File: src/rtl/mbox_pkg.sv
package mbox_pkg;

    // Register selects on each side's bus
    typedef enum logic [1:0] {
        SEL_CTRL = 2'd0,
        SEL_TX   = 2'd1,
        SEL_RX   = 2'd2,
        SEL_NONE = 2'd3
    } reg_sel_e;

    // Sticky error tracking
    typedef enum logic {
        ERR_CLEAR = 1'b0,
        ERR_HELD  = 1'b1
    } err_state_e;

    // Control/status bit positions
    localparam int CTL_EN     = 0;
    localparam int CTL_SIE    = 1;
    localparam int CTL_RIE    = 2;
    localparam int CTL_ERR    = 3;
    localparam int CTL_FLUSH  = 4;
    localparam int ST_TXEMPTY = 5;
    localparam int ST_TXFULL  = 6;
    localparam int ST_RXEMPTY = 7;

endpackage

File: src/rtl/mbox_queue.sv
module mbox_queue #(
    parameter int WIDTH = 32,
    parameter int DEPTH = 16,
    localparam int PW   = $clog2(DEPTH),
    localparam int CW   = $clog2(DEPTH + 1)
) (
    input  logic             clk,
    input  logic             rst_n,
    input  logic             push,
    input  logic [WIDTH-1:0] push_data,
    input  logic             pop,
    input  logic             flush,
    output logic [WIDTH-1:0] head,
    output logic [CW-1:0]    count,
    output logic             empty,
    output logic             full
);

    logic [WIDTH-1:0] mem [DEPTH];
    logic [PW-1:0]    wr_ptr;
    logic [PW-1:0]    rd_ptr;
    logic             do_push;
    logic             do_pop;

    function automatic logic [PW-1:0] bump(input logic [PW-1:0] p);
        return (p == PW'(DEPTH - 1)) ? '0 : p + 1'b1;
    endfunction

    assign empty   = (count == '0);
    assign full    = (count == CW'(DEPTH));
    assign do_push = push & ~full;
    assign do_pop  = pop & ~empty;
    assign head    = mem[rd_ptr];

    always_ff @(posedge clk) begin
        if (do_push) begin
            mem[wr_ptr] <= push_data;
        end
    end

    always_ff @(posedge clk) begin
        if (!rst_n) begin
            wr_ptr <= '0;
            rd_ptr <= '0;
            count  <= '0;
        end else if (flush) begin
            wr_ptr <= '0;
            rd_ptr <= '0;
            count  <= '0;
        end else begin
            if (do_push) begin
                wr_ptr <= bump(wr_ptr);
            end
            if (do_pop) begin
                rd_ptr <= bump(rd_ptr);
            end
            case ({do_push, do_pop})
                2'b10:   count <= count + 1'b1;
                2'b01:   count <= count - 1'b1;
                default: count <= count;
            endcase
        end
    end

endmodule

File: src/rtl/mbox_irq_edge.sv
module mbox_irq_edge (
    input  logic clk,
    input  logic rst_n,
    input  logic level,
    output logic pulse
);

    logic level_q;

    always_ff @(posedge clk) begin
        if (!rst_n) begin
            level_q <= 1'b0;
        end else begin
            level_q <= level;
        end
    end

    assign pulse = level & ~level_q;

endmodule

File: src/rtl/mbox_side.sv
module mbox_side
    import mbox_pkg::*;
#(
    parameter int WIDTH = 32
) (
    input  logic             clk,
    input  logic             rst_n,
    input  logic             wr_en,
    input  logic             rd_en,
    input  logic [1:0]       addr,
    input  logic [WIDTH-1:0] wdata,
    output logic [WIDTH-1:0] rdata,
    input  logic             tx_empty,
    input  logic             tx_full,
    input  logic             rx_empty,
    input  logic [WIDTH-1:0] rx_head,
    output logic             push,
    output logic [WIDTH-1:0] push_data,
    output logic             pop,
    output logic             flush,
    output logic             irq_send,
    output logic             irq_recv,
    output logic             en_o,
    output logic             err_o
);

    reg_sel_e         sel;
    err_state_e       err_st;
    err_state_e       err_nx;
    logic             en;
    logic             sie;
    logic             rie;
    logic [WIDTH-1:0] last_rx;
    logic             wr_ctrl;
    logic             wr_tx;
    logic             rd_rx;
    logic             overflow;
    logic             underflow;
    logic             send_lvl;
    logic             recv_lvl;

    assign sel       = reg_sel_e'(addr);
    assign wr_ctrl   = wr_en & (sel == SEL_CTRL);
    assign wr_tx     = wr_en & (sel == SEL_TX);
    assign rd_rx     = rd_en & (sel == SEL_RX);

    assign push      = wr_tx & en & ~tx_full;
    assign push_data = wdata;
    assign overflow  = wr_tx & en & tx_full;
    assign pop       = rd_rx & en & ~rx_empty;
    assign underflow = rd_rx & en & rx_empty;
    assign flush     = wr_ctrl & wdata[CTL_FLUSH];

    // Control register
    always_ff @(posedge clk) begin
        if (!rst_n) begin
            en  <= 1'b0;
            sie <= 1'b0;
            rie <= 1'b0;
        end else if (wr_ctrl) begin
            en  <= wdata[CTL_EN];
            sie <= wdata[CTL_SIE];
            rie <= wdata[CTL_RIE];
        end
    end

    // Last word taken from the inbound queue
    always_ff @(posedge clk) begin
        if (!rst_n) begin
            last_rx <= '0;
        end else if (pop) begin
            last_rx <= rx_head;
        end
    end

    // Error state register
    always_ff @(posedge clk) begin
        if (!rst_n) begin
            err_st <= ERR_CLEAR;
        end else begin
            err_st <= err_nx;
        end
    end

    // Error transitions: CLEAR->HELD on fault, HELD->CLEAR on write-1
    always_comb begin
        err_nx = err_st;
        unique case (err_st)
            ERR_CLEAR: if (overflow | underflow)         err_nx = ERR_HELD;
            ERR_HELD:  if (wr_ctrl & wdata[CTL_ERR])    err_nx = ERR_CLEAR;
        endcase
    end

    // Read-data output process
    always_comb begin
        rdata = '0;
        unique case (sel)
            SEL_CTRL: begin
                rdata[CTL_EN]     = en;
                rdata[CTL_SIE]    = sie;
                rdata[CTL_RIE]    = rie;
                rdata[CTL_ERR]    = (err_st == ERR_HELD);
                rdata[ST_TXEMPTY] = tx_empty;
                rdata[ST_TXFULL]  = tx_full;
                rdata[ST_RXEMPTY] = rx_empty;
            end
            SEL_RX: begin
                if (en) begin
                    rdata = rx_empty ? last_rx : rx_head;
                end
            end
            SEL_TX, SEL_NONE: rdata = '0;
        endcase
    end

    assign send_lvl = en & sie & tx_empty;
    assign recv_lvl = en & rie & ~rx_empty;

    mbox_irq_edge i_send_edge (
        .clk   (clk),
        .rst_n (rst_n),
        .level (send_lvl),
        .pulse (irq_send)
    );

    mbox_irq_edge i_recv_edge (
        .clk   (clk),
        .rst_n (rst_n),
        .level (recv_lvl),
        .pulse (irq_recv)
    );

    assign en_o  = en;
    assign err_o = (err_st == ERR_HELD);

endmodule

File: src/rtl/mbox_duplex.sv
module mbox_duplex #(
    parameter int DATA_W = 32,
    parameter int DEPTH  = 16,
    localparam int CW    = $clog2(DEPTH + 1)
) (
    input  logic              clk,
    input  logic              rst_n,
    input  logic              a_wr_en,
    input  logic              a_rd_en,
    input  logic [1:0]        a_addr,
    input  logic [DATA_W-1:0] a_wdata,
    output logic [DATA_W-1:0] a_rdata,
    output logic              a_irq_send,
    output logic              a_irq_recv,
    input  logic              b_wr_en,
    input  logic              b_rd_en,
    input  logic [1:0]        b_addr,
    input  logic [DATA_W-1:0] b_wdata,
    output logic [DATA_W-1:0] b_rdata,
    output logic              b_irq_send,
    output logic              b_irq_recv
);

    logic              wr_v      [2];
    logic              rd_v      [2];
    logic [1:0]        addr_v    [2];
    logic [DATA_W-1:0] wdata_v   [2];
    logic [DATA_W-1:0] rdata_v   [2];
    logic [DATA_W-1:0] head_v    [2];
    logic [DATA_W-1:0] pdata_v   [2];
    logic              push_v    [2];
    logic              pop_v     [2];
    logic              flush_v   [2];
    logic              empty_v   [2];
    logic              full_v    [2];
    logic              isend_v   [2];
    logic              irecv_v   [2];
    logic [1:0]        side_en;
    logic [1:0]        side_err;
    logic [1:0][CW-1:0] q_cnt;

    assign wr_v[0]    = a_wr_en;
    assign rd_v[0]    = a_rd_en;
    assign addr_v[0]  = a_addr;
    assign wdata_v[0] = a_wdata;
    assign wr_v[1]    = b_wr_en;
    assign rd_v[1]    = b_rd_en;
    assign addr_v[1]  = b_addr;
    assign wdata_v[1] = b_wdata;

    assign a_rdata    = rdata_v[0];
    assign a_irq_send = isend_v[0];
    assign a_irq_recv = irecv_v[0];
    assign b_rdata    = rdata_v[1];
    assign b_irq_send = isend_v[1];
    assign b_irq_recv = irecv_v[1];

    // Queue s carries words written by side s to side (1-s)
    for (genvar s = 0; s < 2; s++) begin : g_side
        localparam int PEER = 1 - s;

        mbox_queue #(
            .WIDTH (DATA_W),
            .DEPTH (DEPTH)
        ) i_queue (
            .clk       (clk),
            .rst_n     (rst_n),
            .push      (push_v[s]),
            .push_data (pdata_v[s]),
            .pop       (pop_v[PEER]),
            .flush     (flush_v[s]),
            .head      (head_v[s]),
            .count     (q_cnt[s]),
            .empty     (empty_v[s]),
            .full      (full_v[s])
        );

        mbox_side #(
            .WIDTH (DATA_W)
        ) i_side (
            .clk       (clk),
            .rst_n     (rst_n),
            .wr_en     (wr_v[s]),
            .rd_en     (rd_v[s]),
            .addr      (addr_v[s]),
            .wdata     (wdata_v[s]),
            .rdata     (rdata_v[s]),
            .tx_empty  (empty_v[s]),
            .tx_full   (full_v[s]),
            .rx_empty  (empty_v[PEER]),
            .rx_head   (head_v[PEER]),
            .push      (push_v[s]),
            .push_data (pdata_v[s]),
            .pop       (pop_v[s]),
            .flush     (flush_v[s]),
            .irq_send  (isend_v[s]),
            .irq_recv  (irecv_v[s]),
            .en_o      (side_en[s]),
            .err_o     (side_err[s])
        );
    end

endmodule

File: config.mk
export PLATFORM = sky130hd
export DESIGN_NAME = mbox_duplex
export DESIGN_NICKNAME = d
export VERILOG_FILES = /design/src/rtl/mbox_pkg.sv /design/src/rtl/mbox_queue.sv /design/src/rtl/mbox_irq_edge.sv /design/src/rtl/mbox_side.sv /design/src/rtl/mbox_duplex.sv
export SDC_FILE = /design/constraint.sdc
export NUM_CORES = 1
export LEC_CHECK = 0
export BUFFER_PORTS_ARGS = -buffer_cell sky130_fd_sc_hd__buf_2
export CAP_MARGIN = 25
export CORE_MARGIN = 4
export CORE_UTILIZATION = 54
export CTS_BUF_LIST = sky130_fd_sc_hd__clkbuf_16
export DETAILED_ROUTE_END_ITERATION = 10
export GPL_ROUTABILITY_DRIVEN = 0
export GPL_TIMING_DRIVEN = 0
export HOLD_SLACK_MARGIN = 0.05
export PLACE_DENSITY = 0.74
export SETUP_SLACK_MARGIN = 0.3
export SYNTH_ARGS = -nofsm -noshare
export SYNTH_HDL_FRONTEND = slang
export SYNTH_SLANG_ARGS = --single-unit
File: constraint.sdc
create_clock -name clk -period 4 [get_ports clk]
set_input_delay 0.6 -clock clk [delete_from_list [all_inputs] [get_ports clk]]
set_output_delay 0.6 -clock clk [all_outputs]
set_load 0.05 [all_outputs]
==> results of run 1 <==
repair_timing:
action / in CTS / in global routing
buffers inserted: 13 / 56
cloned: 2 / 7
resized for setup: 171 / 193
hold buffers: 0 / 0
pin swaps: 8 / 16
endpoints found under the setup margin: 64 / 63
worst register-to-register path, cell delays in order (launching register included):
cell	delay [ns]
dfxtp_1	0.32
clkbuf_1	0.31
nand4b_1	0.31
a21oi_2	0.47
ha_1	0.32
clkbuf_1	0.39
xor2_1	0.20
ha_1	0.20
a31o_2	0.18
a221oi_1	0.12
nor4b_1	0.32
o221ai_1	0.16
layer usage:
layer	GRT usage [%]	part of all wire, %	vias up
met5	0.388	0.094	-
met4	9.35	3.8	12
met3	5.40	9.7	277
met2	42.7	51	1519
met1	33.7	36	12000
li1	-	-	9231
worst min-delay path by stage:
stage / startpoint / end / slack (ns) / cells after the start
final: a_wr_en / g_side[0].i_side.sie / 0.29 / 3
after global routing: b_wr_en / g_side[1].i_side.rie / 0.28 / 3
after CTS: b_wr_en / g_side[1].i_side.rie / 0.25 / 3
after detailed placement: g_side[1].i_side.last_rx[13] / g_side[1].i_side.last_rx[13] / 0.45 / 1
after global placement: g_side[1].i_side.last_rx[5] / g_side[1].i_side.last_rx[5] / 0.45 / 1
after floorplan: g_side[0].i_side.last_rx[1] / g_side[0].i_side.last_rx[1] / 0.44 / 1
stage by stage:
| stage | instances | setup WS [ns] | utilization (%) | TNS, ns | power [uW] |
|---|---|---|---|---|---|
| 2_1_floorplan | 1985 | 0.808 | - | 0 | 13200 |
| 3_3_place_gp | 3175 | -1.21 | 57.3 | -579.05 | 13400 |
| 3_5_place_dp | 3218 | 0.0183 | 58.6 | 0 | 13400 |
| 4_1_cts | 3440 | 0.0120 | 63.8 | 0 | 23200 |
| 5_1_grt | 3512 | 0.0467 | 65.3 | 0 | 23800 |
| 6_report | 3517 | 0.0934 | 65.4 | 0 | 23200 |
layout make-up:
class / count / area share, %
diodes: 13 / 0.0627
plain buffers: 111 / 2.12
clock buffers: 112 / 5.40
clock inverters: 95 / 1.32
inverters: 20 / 0.145
multi-input cells: 720 / 19.7
flip-flops and latches: 1134 / 63.5
well taps: 1050 / 2.53
repair buffers: 262 / 5.15
power by group through the flow:
stage / registers, uW / clock network, uW / logic [uW]
floorplan: 13200 / 0 / 51.8
global placement: 13200 / 0 / 227
detailed placement: 13200 / 0 / 251
CTS: 12900 / 10000 / 256
global route: 12900 / 10600 / 287
finish: 12900 / 9990 / 268
sequential cells by signal, indices dropped and copies added (netlist names), 8 cells and up, named ones only:
signal,flops
g_side.i_queue.count,10
g_side.i_queue.mem,1024
g_side.i_queue.rd_ptr,8
g_side.i_queue.wr_ptr,8
g_side.i_side.last_rx,64
cells in the final DEF (no fill, tap or decap), types with 27 or more instances in the layout:
cell       synthesis  final
inv_1             20     46
a21oi_1           28     27
dfxtp_1          110    107
clkinv_1           0     35
nand2_1           46     45
nor2_1            46     33
a22o_1           114    105
mux4_2           320    320
buf_12             0     47
clkbuf_16          0    119
edfxtp_1        1024   1024
buf_2             23    103
clkbuf_1          72     28
buf_6              4     46
buf_4              4     66
logic make-up (layout without fill, tap and decap cells):
logic type | after synthesis | count (layout)
AND/OR/NAND/NOR | 180 | 180
buffers and inverters | 131 | 600
flip-flops | 1134 | 1134
other | 0 | 13
adder cells (fa/ha/maj) | 16 | 16
multiplexers | 329 | 329
AO/OA/AOI/OAI | 185 | 185
XOR/XNOR | 10 | 10
==> results.toml, run 1 <==
[worst_setup_path]
cp_max_fo = 7
crit_chain = "buf_12, buf_12, buf_4, mux4_2, mux4_2, a222oi_1, inv_1, buf_6"
critical_path.top_delay_family = "multiplexers"
cp-start-kind = "register"
cp.arrival_ns = 3.31
slowest_delay_ns = 0.61
r2r_cells = 11
slowest_stage = "a222oi_1"
r2r_slack_ns = 0.56
worstSetupPathType = "reg2out"
endpoint = "b_rdata[1]"
rr_startpoint = "g_side[1].i_side.en_o"
cp.required_ns = 3.40
cp-end-kind = "primary output"
path_depth = 8
critPathBufInv = 5
reg2reg_to = "g_side[0].i_queue.count[4]"

[timing]
worst_pin_slew_ns = 0.929
fin_crit_ns = 3.91
hold_slack_ns = 0.285
maxSlewHeadroom_pct = 37.9
finalHoldViolations = 0
max_clock_freq_mhz = 256
skew_ns = 0.0391
setup_viol = 0
finalMaxSlewViolations = 0
rsz0062_at_grt = "true"
period_share_pct = 97.7

[global_routing]
grt_remaining_overflow = 0
grt_pass1_vias = 23400
antenna_found_initial = 19
grt_usage_pct = 25.6
grt_pass1_wl_um = 159000
grt_max_degree = 23

[die]
dieArea_mm2 = 0.0851
ioPinCount = 142
initial_core_util_pct = 54.8
core_mm2 = 0.0794
die_w_um = 292
num_rows = 103
die-height_um = 292

[clock_network]
htreeDepth = 3
clock-sinks = 1134
cts_made_buffers = 110
clkTransAtPathRegs_ns = 0.06
root_buffer = "clkbuf_16"
clockBufferDepth = 3
clock_latency_ns = 0.68
cts_tree = "built"

[power]
internal_power_uw = 18500
clock_power_share_pct = 43.1
seqPwrFrac_pct = 55.7
p_sw_uw = 4610
leakage_uw = 0.0167
comb_power_share_pct = 1.2
netSwitchingFraction_pct = 19.9
ir_drop_v = 0.000393
power.density_mw_per_mm2 = 446

[synthesis]
syn_inst = 1985
synthesis.area_mm2 = 0.0435
synth-seq-area-share_pct = 75.8
yosysTopAreaCell = "edfxtp_1"
synth.most_common_cell = "edfxtp_1"
synthDistinctLibCells = 52
synth-seq-cells = 1134
synth-compound-area-share_pct = 3.41
syn_nets = 2075
synth_edf_count = 1024
synth_common_cells = "edfxtp_1, mux4_2, a22o_1"
synthTopCellsByArea = "edfxtp_1, mux4_2, dfxtp_1"
yosysWarningCount = 0
synth_fa_ha_area_share_pct = 0.460
synth_ff_type = "edfxtp_1"
synth_top_family_by_area = "multiplexers"
synth_mux_area_share_pct = 16.8
async_flop_share_pct = 0
yosys.area_share.simple_pct = 2.08
synthXorXnorAreaFrac_pct = 0.201
avgSynthCellArea_um2 = 21.9
synth_top_area_share_pct = 70.7

[placement]
place_area_mm2 = 0.0465
port_buffers = 140
dp_hpwl_um = 66400

[hold_path]
worstHoldPathType = "in2reg"

[drt]
final_antenna_net_count = 0
initialDrtViolationCount = 3184
routed_wl_um = 112000
vias = 23100
drcViolationCount = 0
first_pass_iters = 7
avgRoutedWirePerCell_um = 31.9
vias_per_cell = 6.56

[final_layout]
fillerInstances = 4974
layout-drive-gt1-share_pct = 35.3
multi_input_area_mm2 = 0.0102
regArea_mm2 = 0.0330
synthToLayoutAreaGrowth_pct = 19.3
postLayoutCellArea_mm2 = 0.0519
finish.net_count = 2449

[run]
drv_cap = 0

[run_status]
status = "complete, no violations"
(Power assumes the default switching activity.)
==> run 2, diff against run 1 <==
- PLACE_DENSITY: 0.74 -> 0.73
- SYNTH_HIERARCHICAL: default -> 1
==> run 2 against run 1 <==
Utilization is 2.2 points lower. Non-clock buffer count is 31 lower. First-iteration DRC count is 8.5% higher. Clock skew is 0.0093 ns lower. Setup slack better by 0.20 ns. Cell count is 5.9% higher. Critical path depth is 1 lower. Sequential share of layout area is 1.2 points lower. Clock power is 4% higher. Global-route usage is 0.54 points lower. Count of clock-buffer cells in the layout is 3 higher. Area after synthesis is 4.9% higher. Largest power group unchanged.
==> results.toml, run 2 <==
[drt]
vias = 24000
initialDrtViolationCount = 3456
vias_per_cell = 6.43
drcViolationCount = 0
first_pass_iters = 6
avgRoutedWirePerCell_um = 30.2
final_antenna_net_count = 0
routed_wl_um = 113000

[clock_network]
clock_latency_ns = 0.68
clockBufferDepth = 3
clock-sinks = 1134
cts_made_buffers = 111
clkTransAtPathRegs_ns = 0.06
cts_tree = "built"
htreeDepth = 3
root_buffer = "clkbuf_16"
postCtsHoldBufs = 0

[timing]
fin_tns_setup_ns = 0
setup_viol = 0
rsz0062_at_grt = "true"
finalMaxSlewViolations = 0
skew_ns = 0.0298
period_share_pct = 92.6
finalHoldViolations = 0
max_clock_freq_mhz = 270
worst_pin_slew_ns = 0.932
maxSlewHeadroom_pct = 37.9
fin_crit_ns = 3.70

[synthesis]
synth.most_common_cell = "edfxtp_1"
synthesis.area_mm2 = 0.0456
async_flop_share_pct = 0
synth_top_area_share_pct = 67.4
avgSynthCellArea_um2 = 20.4
synth-seq-cells = 1134
synth_common_cells = "edfxtp_1, mux4_2, dfxtp_1"
synth_edf_count = 1024
syn_nets = 2322
synth_ff_type = "edfxtp_1"
synthDistinctLibCells = 51
synthTopCellsByArea = "edfxtp_1, mux4_2, mux4_1"
synth-seq-area-share_pct = 72.3
yosysTopAreaCell = "edfxtp_1"
yosysWarningCount = 6
syn_inst = 2232

[worst_setup_path]
cp.required_ns = 3.40
rr_startpoint = "g_side[1].i_queue/count[1]"
reg2reg_to = "g_side[1].i_queue/count[2]"
cp-start-kind = "register"
cp-end-kind = "primary output"
r2r_slack_ns = 0.38
r2r_cells = 17
cp.arrival_ns = 3.10
worstSetupPathType = "reg2out"
cp_max_fo = 10

[final_layout]
final_common_cell = "edfxtp_1"
top_regs = "g_side.i_queue/mem (1024), g_side.i_side/last_rx (64), g_side.i_queue/count (10)"
synthToLayoutAreaGrowth_pct = 15.9
regArea_mm2 = 0.0330
regMostFlops = "g_side.i_queue/mem"
final_cell_mix = "edfxtp_1, mux4_2, buf_4"
layout-drive-gt1-share_pct = 30.3
largest_reg_flops = 1024
fillerInstances = 5430
multi_input_area_mm2 = 0.0115
finish.net_count = 2583
final_util_pct = 63.2

[hold_path]
worstHoldEndpoint = "g_side[1].i_queue/mem[14][17]"
worstHoldStart = "b_wdata[17]"
worstHoldPathType = "in2reg"
hold_depth = 1

[power]
leakage_uw = 0.0173
seqPwrFrac_pct = 54.6
power.total_uw = 23600
comb_power_share_pct = 1.3
power.density_mw_per_mm2 = 447
clock_power_share_pct = 44.1
ir_drop_v = 0.000436
netSwitchingFraction_pct = 19.3
p_sw_uw = 4570
internal_power_uw = 19100

[global_routing]
grt_remaining_overflow = 0
grt_usage_pct = 25.0
grt_max_degree = 27
antenna_found_initial = 5
grt_pass1_vias = 24300
grt_pass1_wl_um = 162000

[die]
core_mm2 = 0.0837
ioPinCount = 142
num_rows = 106
dieArea_mm2 = 0.0892
initial_core_util_pct = 54.5
die-height_um = 299
die_w_um = 299

[placement]
dp_hpwl_um = 68200
port_buffers = 87

[run_status]
status = "complete, no violations"

[run]
drv_cap = 0
-- run 2: power groups by stage --
stage | Sequential, uW | Clock [uW] | Combinational [uW]
floorplan | 13200 | 0 | 187
global placement | 13200 | 0 | 270
detailed placement | 13200 | 0 | 297
CTS | 12900 | 10500 | 301
global route | 12900 | 11100 | 334
finish | 12900 | 10400 | 312
-- run 2: worst max-delay path, cell delays in order (launching register included) --
cell and delay, ns:
dfxtp_4 0.43, clkbuf_16 0.21, buf_12 0.17, mux4_2 0.53
mux4_2 0.55, mux2i_4 0.23, o21ai_4 0.12, buf_6 0.17
-- run 2: metrics by stage --
stage               hold WS (ns)  cells  instance area (um2)  setup WS, ns
CTS                        0.180   3702                52400         0.239
floorplan                  0.452   2232                45600         0.604
global route               0.210   3723                52900         0.228
finish                     0.215   3725                52900         0.297
detailed placement         0.464   3487                48200        -0.642
global placement           0.458   3453                47500         -1.09
-- run 2: timing repair --
item	CTS	global route
pin swaps	2	2
cloned	0	5
gates resized for setup	144	125
buffers inserted	7	15
endpoints found under the setup margin	75	63
-- run 2: worst max-delay path by stage --
stage / cells after the start / from / to / slack [ns]
finish: 7 / register / a_rdata[3] / 0.30
global route: 17 / g_side[1].i_queue/count[3] / g_side[1].i_queue/count[2] / 0.23
CTS: 7 / register / a_rdata[3] / 0.24
detailed placement: 18 / g_side[0].i_queue/count[2] / g_side[0].i_queue/count[2] / -0.64
global placement: 6 / a_addr[1] / g_side[0].i_queue/mem[15][20] / -1.09
floorplan: 17 / g_side[0].i_queue/count[3] / g_side[0].i_queue/count[2] / 0.60
-- run 2: layout make-up --
class                           instances  area share, %
Antenna cell                            3         0.0142
Buffer                                194           3.12
Clock buffer                          115           5.44
Clock inverter                         93           1.50
Inverter                               14         0.0994
Multi-Input combinational cell        890           21.8
Sequential cell                      1134           62.3
Tap cell                             1134           2.68
Timing Repair Buffer                  148           2.99
-- run 2: cells by family after synthesis --
family	synth area share (%)
xor gates and xnor gates	0.230
and+or+nand+nor	3.15
buffers and inverters	2.94
AOI/OAI and AO/OA	2.64
muxes	18.3
adders and majority gates	0.439
DFF	72.3
-- run 2: metal layers --
metal / wire length (um) / track usage (%) / share of wire (%) / vias up
met5: 22 / 0 / 0.020 / -
met4: 2890 / 7.11 / 2.6 / 4
li1: - / - / - / 9724
met2: 53900 / 40.1 / 48 / 1452
met1: 44100 / 35.7 / 39 / 12500
met3: 11700 / 5.06 / 10 / 235
